File: src/rtl/cxt_pkg.sv
package cxt_pkg;

  localparam int COND_W    = 4;
  localparam int TAG_W     = 4;
  localparam int NUM_CODES = 1 << COND_W;
  localparam int NUM_PAIRS = NUM_CODES / 2;
  localparam logic [TAG_W-1:0] SWI_TAG = '1;

  typedef struct packed {
    logic n;
    logic z;
    logic c;
    logic v;
  } nzcv_t;

  typedef enum logic {
    MODE_USER  = 1'b0,
    MODE_SUPER = 1'b1
  } mode_e;

  // Even code of each pair tests this term; the odd code tests its inverse.
  function automatic logic pair_base(input int k, input nzcv_t f);
    logic r;
    case (k)
      0:       r = f.z;
      1:       r = f.c;
      2:       r = f.n;
      3:       r = f.v;
      4:       r = f.c & ~f.z;
      5:       r = (f.n == f.v);
      6:       r = ~f.z & (f.n == f.v);
      default: r = 1'b1;
    endcase
    return r;
  endfunction

endpackage

File: src/rtl/cxt_cond_eval.sv
module cxt_cond_eval
  import cxt_pkg::*;
(
  input  nzcv_t             flags,
  input  logic [COND_W-1:0] cond,
  output logic              pass
);

  logic [NUM_PAIRS-1:0] base;
  logic [NUM_CODES-1:0] pass_vec;

  for (genvar k = 0; k < NUM_PAIRS; k++) begin : g_pair
    assign base[k]          = pair_base(k, flags);
    assign pass_vec[2*k]    = base[k];
    assign pass_vec[2*k+1]  = ~base[k];
  end

  assign pass = pass_vec[cond];

endmodule

File: src/rtl/cxt_flag_reg.sv
module cxt_flag_reg
  import cxt_pkg::*;
(
  input  logic  clk,
  input  logic  rst,
  input  logic  we,
  input  nzcv_t d,
  output nzcv_t q
);

  always_ff @(posedge clk) begin
    if (rst)     q <= '0;
    else if (we) q <= d;
  end

endmodule

File: src/rtl/cxt_trap_ctrl.sv
module cxt_trap_ctrl
  import cxt_pkg::*;
#(
  parameter int CALL_W = 24
) (
  input  logic              clk,
  input  logic              rst,
  input  logic              exec_ok,
  input  logic [TAG_W-1:0]  tag,
  input  logic [CALL_W-1:0] num,
  output logic              trap,
  output logic [CALL_W-1:0] num_q,
  output mode_e             mode_q
);

  assign trap = exec_ok && (tag == SWI_TAG);

  always_ff @(posedge clk) begin
    if (rst) begin
      mode_q <= MODE_USER;
      num_q  <= '0;
    end else if (trap) begin
      mode_q <= MODE_SUPER;
      num_q  <= num;
    end
  end

endmodule

File: src/rtl/cond_trap_unit.sv
module cond_trap_unit
  import cxt_pkg::*;
#(
  parameter  int CALL_W = 24,
  localparam int WORD_W = CALL_W + TAG_W + COND_W
) (
  input  logic              clk,
  input  logic              rst,
  input  logic              ins_valid,
  input  logic [WORD_W-1:0] ins_word,
  input  logic              alu_flag_upd,
  input  logic [3:0]        alu_nzcv,
  output logic              exec_en,
  output logic              trap_req,
  output logic [CALL_W-1:0] call_num,
  output logic              mode_super
);

  localparam int TAG_LSB  = CALL_W;
  localparam int COND_LSB = CALL_W + TAG_W;

  nzcv_t flags_q;
  nzcv_t flags_d;
  logic  cond_pass;
  mode_e mode_q;

  assign flags_d = nzcv_t'(alu_nzcv);

  cxt_cond_eval u_eval (
    .flags (flags_q),
    .cond  (ins_word[COND_LSB +: COND_W]),
    .pass  (cond_pass)
  );

  assign exec_en = ins_valid & cond_pass;

  cxt_flag_reg u_flags (
    .clk (clk),
    .rst (rst),
    .we  (exec_en & alu_flag_upd),
    .d   (flags_d),
    .q   (flags_q)
  );

  cxt_trap_ctrl #(.CALL_W(CALL_W)) u_trap (
    .clk     (clk),
    .rst     (rst),
    .exec_ok (exec_en),
    .tag     (ins_word[TAG_LSB +: TAG_W]),
    .num     (ins_word[CALL_W-1:0]),
    .trap    (trap_req),
    .num_q   (call_num),
    .mode_q  (mode_q)
  );

  assign mode_super = (mode_q == MODE_SUPER);

endmodule

File: config.mk
export PLATFORM = sky130hd
export DESIGN_NAME = cond_trap_unit
export DESIGN_NICKNAME = d
export VERILOG_FILES = /design/src/rtl/cxt_pkg.sv /design/src/rtl/cxt_cond_eval.sv /design/src/rtl/cxt_flag_reg.sv /design/src/rtl/cxt_trap_ctrl.sv /design/src/rtl/cond_trap_unit.sv
export SDC_FILE = /design/constraint.sdc
export NUM_CORES = 1
export LEC_CHECK = 0
export BUFFER_PORTS_ARGS = -buffer_cell sky130_fd_sc_hd__buf_2
export CAP_MARGIN = 5
export CORE_UTILIZATION = 49
export CTS_BUF_LIST = sky130_fd_sc_hd__clkbuf_16
export DETAILED_ROUTE_END_ITERATION = 12
export HOLD_SLACK_MARGIN = 0.06
export PLACE_DENSITY = 0.83
export SLEW_MARGIN = 20
export SYNTH_ARGS = -nofsm -noshare
export SYNTH_HDL_FRONTEND = slang
export SYNTH_SLANG_ARGS = --single-unit
File: constraint.sdc
create_clock -name clk -period 4.2 [get_ports clk]
set_input_delay 0.84 -clock clk [delete_from_list [all_inputs] [get_ports clk]]
set_output_delay 0.84 -clock clk [all_outputs]
set_load 0.05 [all_outputs]
# Word-level counts from Yosys, hierarchy flattened
# Cells that the tools add are included.
op_classes:
  order_cmp: 1
  eq_ne: 2
  n_mux: 2
  bitwise: 11
  n_reduce_logical: 1
op_table:
  columns: ["cell", "n"]
  rows:
  - ["1-bit inverter", 7]
  - ["4-bit by 5-bit < comparator with 1-bit output (second input constant)", 1]
  - ["1-bit AND", 4]
  - ["1-bit binary-select mux with 4-bit select", 1]
  - ["4-bit == test (second input constant)", 1]
  - ["1-bit == test", 1]
  - ["1-bit logical AND", 1]
  - ["1-bit 2-to-1 mux", 1]
totals:
  regBits: 29
  inputBits: 40
  output_inout_bits: 27
  wordCells: 23

# Logic depth before layout (Yosys ltp)
# Gate-level depths: netlist of run 1.
logic_depth:
  depth_word: 7
  depth_mapped: 6
  depth_no_buf: 5

# By module
# From an unflattened synthesis of run 1, not the netlist that was laid out.
hier_totals:
  hier_cells: 134
  area_unflattened_um2: 1382.6
by_module_without_submodules:
  columns: ["module", "instances", "cells_each", "area_per_inst_um2", "seq_area_each_um2"]
  rows:
  - ["cxt_trap_ctrl", 1, 108, 1147.4, 500.5]
  - ["cxt_flag_reg", 1, 13, 140.1, 80.1]
  - ["cxt_cond_eval", 1, 11, 82.6, 0.0]
  - ["cond_trap_unit", 1, 2, 12.5, 0.0]

# Least setup slack after synthesis of run 1
# Ideal clock, no wire load.
synth_timing:
  path_type: "input port to output port"
  start: "input ins_word[30]"
  end: "output trap_req"
  arrival_ns: 2.171
  t_required_ns: 3.360
  slack_ns: 1.189
  stages: 5
  path_buffers: 1
  path_cell_list: "o21ba_2 o221a_4 or4_4 nand2_4 buf_12"
synth_via:
  elab_chain_len: 4
synth_lines:
  columns: ["element", "line", "text"]
  rows:
  - ["start, declared", "cond_trap_unit.sv:10", "input logic [WORD_W-1:0] ins_word,"]
  - ["1-bit binary-select mux with 4-bit select", "cxt_cond_eval.sv:18", "assign pass = pass_vec[cond];"]
  - ["1-bit 2-to-1 mux (implied by the code)", "cxt_cond_eval.sv:18", null]
  - ["1-bit AND", "cond_trap_unit.sv:35", "assign exec_en = ins_valid & cond_pass;"]
  - ["1-bit logical AND", "cxt_trap_ctrl.sv:16", "assign trap = exec_ok && (tag == SWI_TAG);"]
  - ["end, declared", "cond_trap_unit.sv:14", "output logic trap_req,"]
# No other way between the ends. The select of a mux whose other input is x is not followed.

# Worst setup path after layout of run 1
# Ends and elaborated chain as after synthesis.

==> metrics.md, run 1 <==
| Metric | Value |
|---|---|
| Max Clk Rate | 313 MHz |
| Mapped cell area | 1450 µm² |
| Num CTS Buffers | 5 |
| DPL Wire Length | 2060 µm |
| Area Overhead vs Synth | 30.0% |
| Setup WS pre-CTS | 1.01 ns |
| Syn Nets | 183 |
| WP data required | 3.36 ns |
| Mapped Avg Cell Area | 10.2 µm² |
| Post-CTS Setup Bufs | 0 |
| CTS clk-pin slew, worst paths | 0.04 ns |
| Post-Route Setup TNS | 0 ns |
| Largest area contributor in the netlist | dfxtp_1 |
| Via count | 1166 |
| Final min period | 3.19 ns |
| Initial Util | 0.523 |
| Max-cap viol count | 0 |
| Mean routed wirelength per cell | 11.8 µm |
| Final setup violation count | 0 |
| Layout cell share with drive strength beyond 1 | 0.370 |
| Status | complete, no violations |
| Sequential share of the synthesized area | 0.399 |
| #FFs+latches synth | 29 |
| PwrDens | 355 nW/µm² |
| Synth area leaders | dfxtp_1 (40%), nand2b_1 (25%), mux2i_1 (21%), buf_12 (2.8%), clkbuf_1 (1.5%) |
| FF-to-FF setup slack | 2.07 ns |
| R2r endpoint | u_trap.num_q[12]$_SDFFE_PP0P_ |
| Fillcell total | 239 |
| Number of diodes | 0 |
| Detailed Route Iter0 Violations | 33 |
| Hold Crit Start | u_trap.mode_q$_SDFFE_PP0P_ |
| Die area | 3190 µm² |
| RSZ-0062 raised after global routing | no |
| CTS resizes | 0 |
| Die width | 56.5 µm |
| Remaining antenna violation count | 0 |
| Worst R2R Start | u_flags.q[1]$_SDFFE_PP0P_ |
| Syn Inst Count | 143 |
| Vias in the first global route | 1138 |
| Setup Skew | 0.00537 ns |
| Hold path depth | 2 |
| Vert. Die Dim | 56.5 µm |
| Clk root buf | clkbuf_16 |
| Post-route setup slack | 1.01 ns |
| Yosys warns | 0 |
| Net count, final | 248 |
| PortBufs | 66 |
| CP max FO | 4 |
| GPL Wtd Cong | 0.731 |
| H-tree depth | 2 |
| Final worst-path cycle share | 0.760 |
| Core Footprint | 2780 µm² |
| First-pass GRT wire length | 4720 µm |
| Final wirelength | 2810 µm |
| Worst hold path class | flop to flop |
| Worst Hold Path EP | u_trap.mode_q$_SDFFE_PP0P_ |
| Number of remaining DRC errors | 0 |
| Ports | 67 |
| P_leak | 0.832 nW |
| R2R depth | 6 |
| Post-synth top area share | 0.399 |
| Hold_buf cts | 0 |
| Max Slew Vio Count | 0 |
| Clock latency on the worst-skew pair | 0.27 ns |
| Crit path DAT | 2.35 ns |
| VDD IR-drop max | 398 µV |
| Slew @ Worst Pin | 0.630 ns |
| Cell row count | 19 |
| Router iterations before antenna repair | 4 |
| CTS tree | done |
| Crit path capture type | output port |
| Grt ovf | 0 |
| Sink Count | 29 |
| Final Hold Vio Count | 0 |
| WS Path Type | input port to output port |
| Initial antenna violation count | 0 |
| CTS Buffer Depth | 2 |
| Synth cell types | 22 |
| GRT Util Overall | 0.191 |
| Crit start category | input port |
| Slew Limit Headroom | 0.580 |
| Largest net degree at the start of global routing | 58 |
| Via-per-instance ratio | 4.88 |
==> cells in the final DEF, fill, tap and decap left out <==
| cell type | instances |
|---|---|
| o21ba_2 | 1 |
| nor3_1 | 1 |
| a31oi_1 | 1 |
| nand2b_1 | 57 |
| nand2_1 | 1 |
| dfxtp_1 | 29 |
| and4b_1 | 1 |
| o22ai_1 | 1 |
| nand2_4 | 1 |
| buf_2 | 66 |
| mux2i_1 | 30 |
| xnor2_1 | 2 |
| and3b_1 | 1 |
| or2_2 | 1 |
| nand4_1 | 1 |
| o21ai_0 | 2 |
| buf_4 | 1 |
| or4_4 | 1 |
| inv_1 | 2 |
| o221a_4 | 1 |
| clkbuf_16 | 5 |
| nor3b_1 | 1 |
| clkinv_1 | 1 |
==> worst max-delay path, stage by stage <==
cell and delay [ns]:
buf_2 0.14, o21ba_2 0.21, o221a_4 0.27, or4_4 0.55, nand2_4 0.09, buf_2 0.26
==> Yosys cell counts, drive strengths merged <==
master,instances
nand2b,57
nor3,1
o22ai,1
and4b,1
clkbuf,6
o21ai,2
dlygate4sd3,1
a31oi,1
dfxtp,29
or2,1
nor3b,1
and3b,1
buf,2
o21ba,1
inv,1
mux2i,30
o221a,1
nand4,1
or4,1
xnor2,2
nand2,2
==> kinds of logic after synthesis <==
family,share of synthesized area
simple gates,0.293
buf+inv,0.0525
compound gates,0.0362
mux,0.207
xor+xnor,0.0121
flops,0.399
==> report_power, final <==
| group | total (W) | leakage (nW) | internal (W) | switching [W] |
|---|---|---|---|---|
| logic | 0.0000724 | 0.530 | 0.0000365 | 0.0000359 |
| clock network | 0.000317 | 0.0685 | 0.000210 | 0.000107 |
| registers | 0.000283 | 0.234 | 0.000280 | 0.00000261 |
| total | 0.000672 | 0.832 | 0.000527 | 0.000145 |
==> metal layers <==
layer	GRT usage	part of all wire	up-vias	routed length, µm
li1	-	-	599	-
met1	0.206	0.41	519	1160
met2	0.336	0.50	43	1410
met3	0.0760	0.071	5	199
met4	0.0627	0.015	0	42
met5	0	0	-	0
==> sequential cells by signal (all words and copies together) (netlist names) <==
register       cells
u_trap.num_q      24
u_trap.mode_q      1
u_flags.q          4
==> cell type report <==
cell class / instances / area (µm²) / area share
clock buffers: 5 / 125 / 0.0662
clock inverters: 2 / 7.51 / 0.00397
inverters: 1 / 3.75 / 0.00199
multi-input cells: 104 / 797 / 0.422
flip-flops and latches: 29 / 581 / 0.307
well taps: 31 / 38.8 / 0.0205
repair buffers: 67 / 338 / 0.179
==> per-stage QoR <==
step	power [W]	area, µm²	hold WS [ns]	cells	utilization
3_3_place_gp	0.000357	1760	0.451	232	0.632
4_1_cts	0.000683	1890	0.468	239	0.680
6_report	0.000672	1890	0.461	239	0.680
2_1_floorplan	0.000335	1450	0.456	143	-
5_1_grt	0.000702	1890	0.490	239	0.680
3_5_place_dp	0.000360	1760	0.459	232	0.632
==> worst max path at each step <==
stage	startpoint	endpoint	slack (ns)	cells past startpoint
finish	ins_word[30]	trap_req	1.01	6
global route	ins_word[30]	trap_req	0.98	6
CTS	ins_word[30]	trap_req	1.01	6
detailed placement	ins_word[30]	trap_req	1.01	6
global placement	ins_word[30]	trap_req	1.03	6
floorplan	ins_word[30]	trap_req	1.19	5
Power figures use the tool's default switching activity.
==> run 2, diff against run 1 <==
Settings changed: CORE_UTILIZATION 49 to 46, PLACE_DENSITY 0.83 to 0.79.
Clock period 4.2 ns to 3.25 ns, I/O delays scaled along.
==> metrics.md, run 2 (synthesis results as in run 1) <==
| Metric | Value |
|---|---|
| Status | complete, no violations |
| Overall power | 0.000868 W (+29%) |
| Hold Crit Start | u_trap.mode_q$_SDFFE_PP0P_ |
| R2R depth | 6 (unchanged) |
| Ports | 67 (unchanged) |
| Layout cell share with drive strength beyond 1 | 0.370 (unchanged) |
| Via count | 1199 (+2.8%) |
| CTS clk-pin slew, worst paths | 0.04 ns (about the same) |
| Max Slew Vio Count | 0 (unchanged) |
| Worst R2R Start | u_flags.q[1]$_SDFFE_PP0P_ |
| CTS Buffer Depth | 2 (unchanged) |
| Clock latency on the worst-skew pair | 0.27 ns (about the same) |
| Setup Skew | 0.00219 ns (-0.00317 ns) |
| CTS resizes | 0 (unchanged) |
| Final worst-path cycle share | 0.863 |
| Via-per-instance ratio | 4.76 (-2.5%) |
| Max reg flops | 24 (unchanged) |
| WS Path Type | input port to output port |
| DPL Wire Length | 2170 µm (+5.3%) |
| Hold_ws | 0.464 ns (+0.00331 ns) |
| H-tree depth | 2 (unchanged) |
| Worst hold path class | flop to flop |
| Slew @ Worst Pin | 0.619 ns (-0.0114 ns) |
| Reg with most FFs | u_trap.num_q |
| FF-to-FF setup slack | 1.10 ns (-0.97 ns) |
| Crit start category | input port |
| Grt ovf | 0 (unchanged) |
| Router iterations before antenna repair | 3 (-1) |
| Placed cell area | 1770 µm² (+0.92%) |
| Hold_buf cts | 0 (unchanged) |
| Cell row count | 20 (+1) |
| Largest net degree at the start of global routing | 58 (unchanged) |
| PwrDens | 455 nW/µm² (+28%) |
| Crit path DAT | 2.15 ns (-0.20 ns) |
| Die width | 58.2 µm (+3.1%) |
| Die area | 3390 µm² (+6.3%) |
| VDD IR-drop max | 308 µV (-23%) |
| Detailed Route Iter0 Violations | 53 (+61%) |
| Post-Route Setup TNS | 0 ns (unchanged) |
| PortBufs | 66 (unchanged) |
| P_leak | 0.832 nW (unchanged) |
| Final min period | 2.80 ns |
| Top Registers | u_trap.num_q (24), u_flags.q (4), u_trap.mode_q (1) |
| Max Clk Rate | 357 MHz |
| Number of diodes | 0 (unchanged) |
| CTS tree | done |
| Core Footprint | 3030 µm² (+8.9%) |
| Finished Cell Area | 1910 µm² (+0.86%) |
| GPL Wtd Cong | 0.781 (+6.9%) |
| Clk root buf | clkbuf_16 |
| Vias in the first global route | 1197 (+5.2%) |
| Remaining antenna violation count | 0 (unchanged) |
| Slew Limit Headroom | 0.587 (+0.00763) |
| R2r endpoint | u_trap.num_q[12]$_SDFFE_PP0P_ |
| Number of remaining DRC errors | 0 (unchanged) |
| Sink Count | 29 (unchanged) |
| Vert. Die Dim | 58.2 µm (+3.1%) |
| Initial Util | 0.480 (-0.0426) |
| Net count, final | 248 (unchanged) |
| Max-cap viol count | 0 (unchanged) |
| Worst Hold Path EP | u_trap.mode_q$_SDFFE_PP0P_ |
| GRT Util Overall | 0.194 (+0.00329) |
| Area Overhead vs Synth | 31.2% |
| CP max FO | 4 (unchanged) |
| Hold path depth | 2 (unchanged) |
| Initial antenna violation count | 0 (unchanged) |
| First-pass GRT wire length | 4840 µm (+2.5%) |
| RSZ-0062 raised after global routing | no |
| Final Hold Vio Count | 0 (unchanged) |
| Post-CTS Setup Bufs | 0 (unchanged) |
| Mean routed wirelength per cell | 11.7 µm (-0.53%) |
| WP data required | 2.60 ns (-0.76 ns) |
| Crit path capture type | output port |
| Final setup violation count | 0 (unchanged) |
| Final wirelength | 2950 µm (+4.9%) |
| Commonest non-fill, non-tap cell in the layout | buf_2 |
| Most frequent cells in the layout | buf_2 (66), nand2b_1 (57), mux2i_1 (30) |
| Num CTS Buffers | 5 (unchanged) |
## run 2: cell counts in the layout (fill, tap and decap cells not counted)
No cell type changed its count.
## run 2: metal layers
metal  routed length, µm  part of all wire  vias up  global-route usage
met1                1210              0.41      553               0.186
li1                    -                 -      600                   -
met4                  33             0.011        0               0.112
met2                1530              0.52       42               0.353
met3                 173             0.059        4              0.0714
met5                   0                 0        -                   0
## run 2: metrics by stage
stage	worst slack, ns	util	instances
floorplan	0.619	-	143
global placement	0.462	0.586	245
detailed placement	0.452	0.586	245
CTS	0.450	0.630	252
global route	0.412	0.630	252
finish	0.446	0.630	252
## run 2: how the worst max path moves through the flow
| stage | start | endpoint | slack, ns | cells after the start |
|---|---|---|---|---|
| after global routing | ins_word[30] | trap_req | 0.41 | 6 |
| after global placement | ins_word[30] | trap_req | 0.46 | 6 |
| after detailed placement | ins_word[30] | trap_req | 0.45 | 6 |
| after floorplan | ins_word[30] | trap_req | 0.62 | 5 |
| after CTS | ins_word[30] | trap_req | 0.45 | 6 |
| final | ins_word[30] | trap_req | 0.45 | 6 |
## run 2: where the power goes
group          switching, W  internal (W)
clock              0.000137      0.000271
combinational     0.0000471     0.0000472
sequential       0.00000330      0.000362
total              0.000187      0.000681
## run 2: layout make-up
class	instances	area [µm²]
Fill cell	269	1120
Timing Repair Buffer	67	338
Sequential cell	29	581
Inverter	1	3.75
Multi-Input combinational cell	104	797
Clock buffer	5	125
Tap cell	44	55.1
Clock inverter	2	7.51
## run 2: critical path, cell delays in order
cell     delay (ns)
buf_2          0.13
o21ba_2        0.20
o221a_4        0.26
or4_4          0.55
nand2_4        0.09
buf_2          0.26
==> run 3, diff against run 2 <==
Settings changed: CELL_PAD_IN_SITES_DETAIL_PLACEMENT set to 1, CELL_PAD_IN_SITES_GLOBAL_PLACEMENT set to 1, CORE_UTILIZATION 46 to 34, PLACE_DENSITY 0.79 to unset, PLACE_DENSITY_LB_ADDON set to 0.1.
==> metrics.md, run 3 (synthesis results as in run 1) <==
| Metric | Value |
|---|---|
| Number of diodes | 0 (unchanged) |
| WP data required | 2.60 ns (about the same) |
| Commonest non-fill, non-tap cell in the layout | buf_2 |
| CTS resizes | 0 (unchanged) |
| Sink Count | 29 (unchanged) |
| Placed cell count | 251 (+2.4%) |
| Final setup violation count | 0 (unchanged) |
| Max Slew Vio Count | 0 (unchanged) |
| Final non-filler cell total | 258 (+2.4%) |
| CP max FO | 4 (unchanged) |
| Initial Util | 0.358 (-0.122) |
| Final wirelength | 3360 µm (+14%) |
| Crit path DAT | 2.17 ns (+0.02 ns) |
| Status | complete, no violations |
| Setup crit start | ins_word[30] |
| Final min period | 2.82 ns (+0.0142 ns) |
| Layout cell share with drive strength beyond 1 | 0.370 (unchanged) |
| Slew @ Worst Pin | 0.660 ns (+0.0410 ns) |
| Post-Route Setup TNS | 0 ns (unchanged) |
| CTS tree | done |
| Max-cap viol count | 0 (unchanged) |
| Placed cell area | 1780 µm² (+0.42%) |
| Setup WS pre-CTS | 0.436 ns (-0.0162 ns) |
| Worst path most repeated cell | buf_2 |
| Hold_ws | 0.463 ns (-0.00110 ns) |
| Area Overhead vs Synth | 31.7% |
| Final worst-path cycle share | 0.867 (+0.00438) |
| Worst R2R Start | u_flags.q[1]$_SDFFE_PP0P_ |
| Max reg flops | 24 (unchanged) |
| Hold Crit Start | u_trap.mode_q$_SDFFE_PP0P_ |
| Slowest CP cell | or4_4 |
| Top Registers | u_trap.num_q (24), u_flags.q (4), u_trap.mode_q (1) |
| Detailed Route Iter0 Violations | 36 (-32%) |
| Ports | 67 (unchanged) |
| Post-CTS Setup Bufs | 0 (unchanged) |
| Final Hold Vio Count | 0 (unchanged) |
| Via-per-instance ratio | 4.66 (-2.0%) |
| Largest net degree at the start of global routing | 58 (unchanged) |
| DPL Wire Length | 2520 µm (+16%) |
| CP Cell Sequence | buf_2, o21ba_2, o221a_4, or4_4, nand2_4, buf_2 |
| Vias in the first global route | 1200 (+0.25%) |
| Remaining antenna violation count | 0 (unchanged) |
| H-tree depth | 2 (unchanged) |
| Mean routed wirelength per cell | 13.0 µm (+11%) |
| GRT Util Overall | 0.161 (-0.0331) |
| Num CTS Buffers | 5 (unchanged) |
| GPL Wtd Cong | 0.635 (-19%) |
| Clk root buf | clkbuf_16 |
| VDD IR-drop max | 240 µV (-22%) |
| Cell row count | 23 (+15%) |
| Core Footprint | 4060 µm² (+34%) |
| CTS Buffer Depth | 2 (unchanged) |
| PortBufs | 66 (unchanged) |
| Die area | 4540 µm² (+34%) |
| Clock latency on the worst-skew pair | 0.27 ns (about the same) |
| Vert. Die Dim | 67.4 µm (+16%) |
| Router iterations before antenna repair | 4 (+1) |
| Initial antenna violation count | 0 (unchanged) |
| Hold_buf cts | 0 (unchanged) |
| First-pass GRT wire length | 5190 µm (+7.3%) |
| Post-route setup slack | 0.432 ns (-0.0142 ns) |
| WS Path Type | input port to output port |
| Crit path capture type | output port |
| Finished Cell Area | 1910 µm² (+0.39%) |
| Setup Skew | 0.00344 ns (+0.00125 ns) |
| Net count, final | 248 (unchanged) |
| Grt ovf | 0 (unchanged) |
| Reg with most FFs | u_trap.num_q |
| P_leak | 0.832 nW (unchanged) |
| RSZ-0062 raised after global routing | no |
| Die width | 67.4 µm (+16%) |
| PwrDens | 457 nW/µm² (+0.30%) |
| Max incr delay on CP | 0.56 ns (about the same) |
| Crit start category | input port |
| Worst hold path class | flop to flop |
| Fillcell total | 499 (+86%) |
| Slew Limit Headroom | 0.560 (-0.0273) |
| Via count | 1203 (+0.33%) |
| CTS clk-pin slew, worst paths | 0.05 ns (about the same) |
| Number of remaining DRC errors | 0 (unchanged) |
| Max Clk Rate | 355 MHz (-0.50%) |
| Most frequent cells in the layout | buf_2 (66), nand2b_1 (57), mux2i_1 (30) |
run 3: worst paths after layout:
kind,cells after the start,to,slack (ns)
worst max-delay path,6,trap_req,0.43
worst max register to register,6,u_trap.num_q[19]$_SDFFE_PP0P_,1.09
worst min register to register,2,u_trap.mode_q$_SDFFE_PP0P_,0.46
worst min-delay path,2,u_trap.mode_q$_SDFFE_PP0P_,0.46
run 3: per-layer routing:
layer,up-vias,track usage,share of wire
met5,-,0,0
met4,0,0.0798,0.013
met3,5,0.0693,0.067
met2,39,0.288,0.55
met1,559,0.157,0.37
li1,600,-,-
run 3: report_power, final:
| group | internal [W] | switching, W | total [W] |
|---|---|---|---|
| clock network | 0.000272 | 0.000142 | 0.000414 |
| registers | 0.000362 | 0.00000349 | 0.000365 |
| logic | 0.0000472 | 0.0000475 | 0.0000947 |
| total | 0.000681 | 0.000193 | 0.000874 |
run 3: cell type report:
class                           instances  area [µm²]  area share
Inverter                                1        3.75     0.00196
Sequential cell                        29         581       0.303
Clock buffer                            5         125      0.0654
Tap cell                               50        62.6      0.0327
Timing Repair Buffer                   67         338       0.176
Multi-Input combinational cell        104         797       0.416
Clock inverter                          2        7.51     0.00392
run 3: metrics by stage:
stage / util / power, W
floorplan: - / 0.000433
global placement: 0.439 / 0.000462
detailed placement: 0.439 / 0.000468
CTS: 0.472 / 0.000889
global route: 0.472 / 0.000913
finish: 0.472 / 0.000874
run 3: worst max-delay path: cells and delay by family:
kind                   cells  cell delay, ns
AOI/OAI and AO/OA          2            0.47
buffers and inverters      2            0.39
and+or+nand+nor            2            0.65
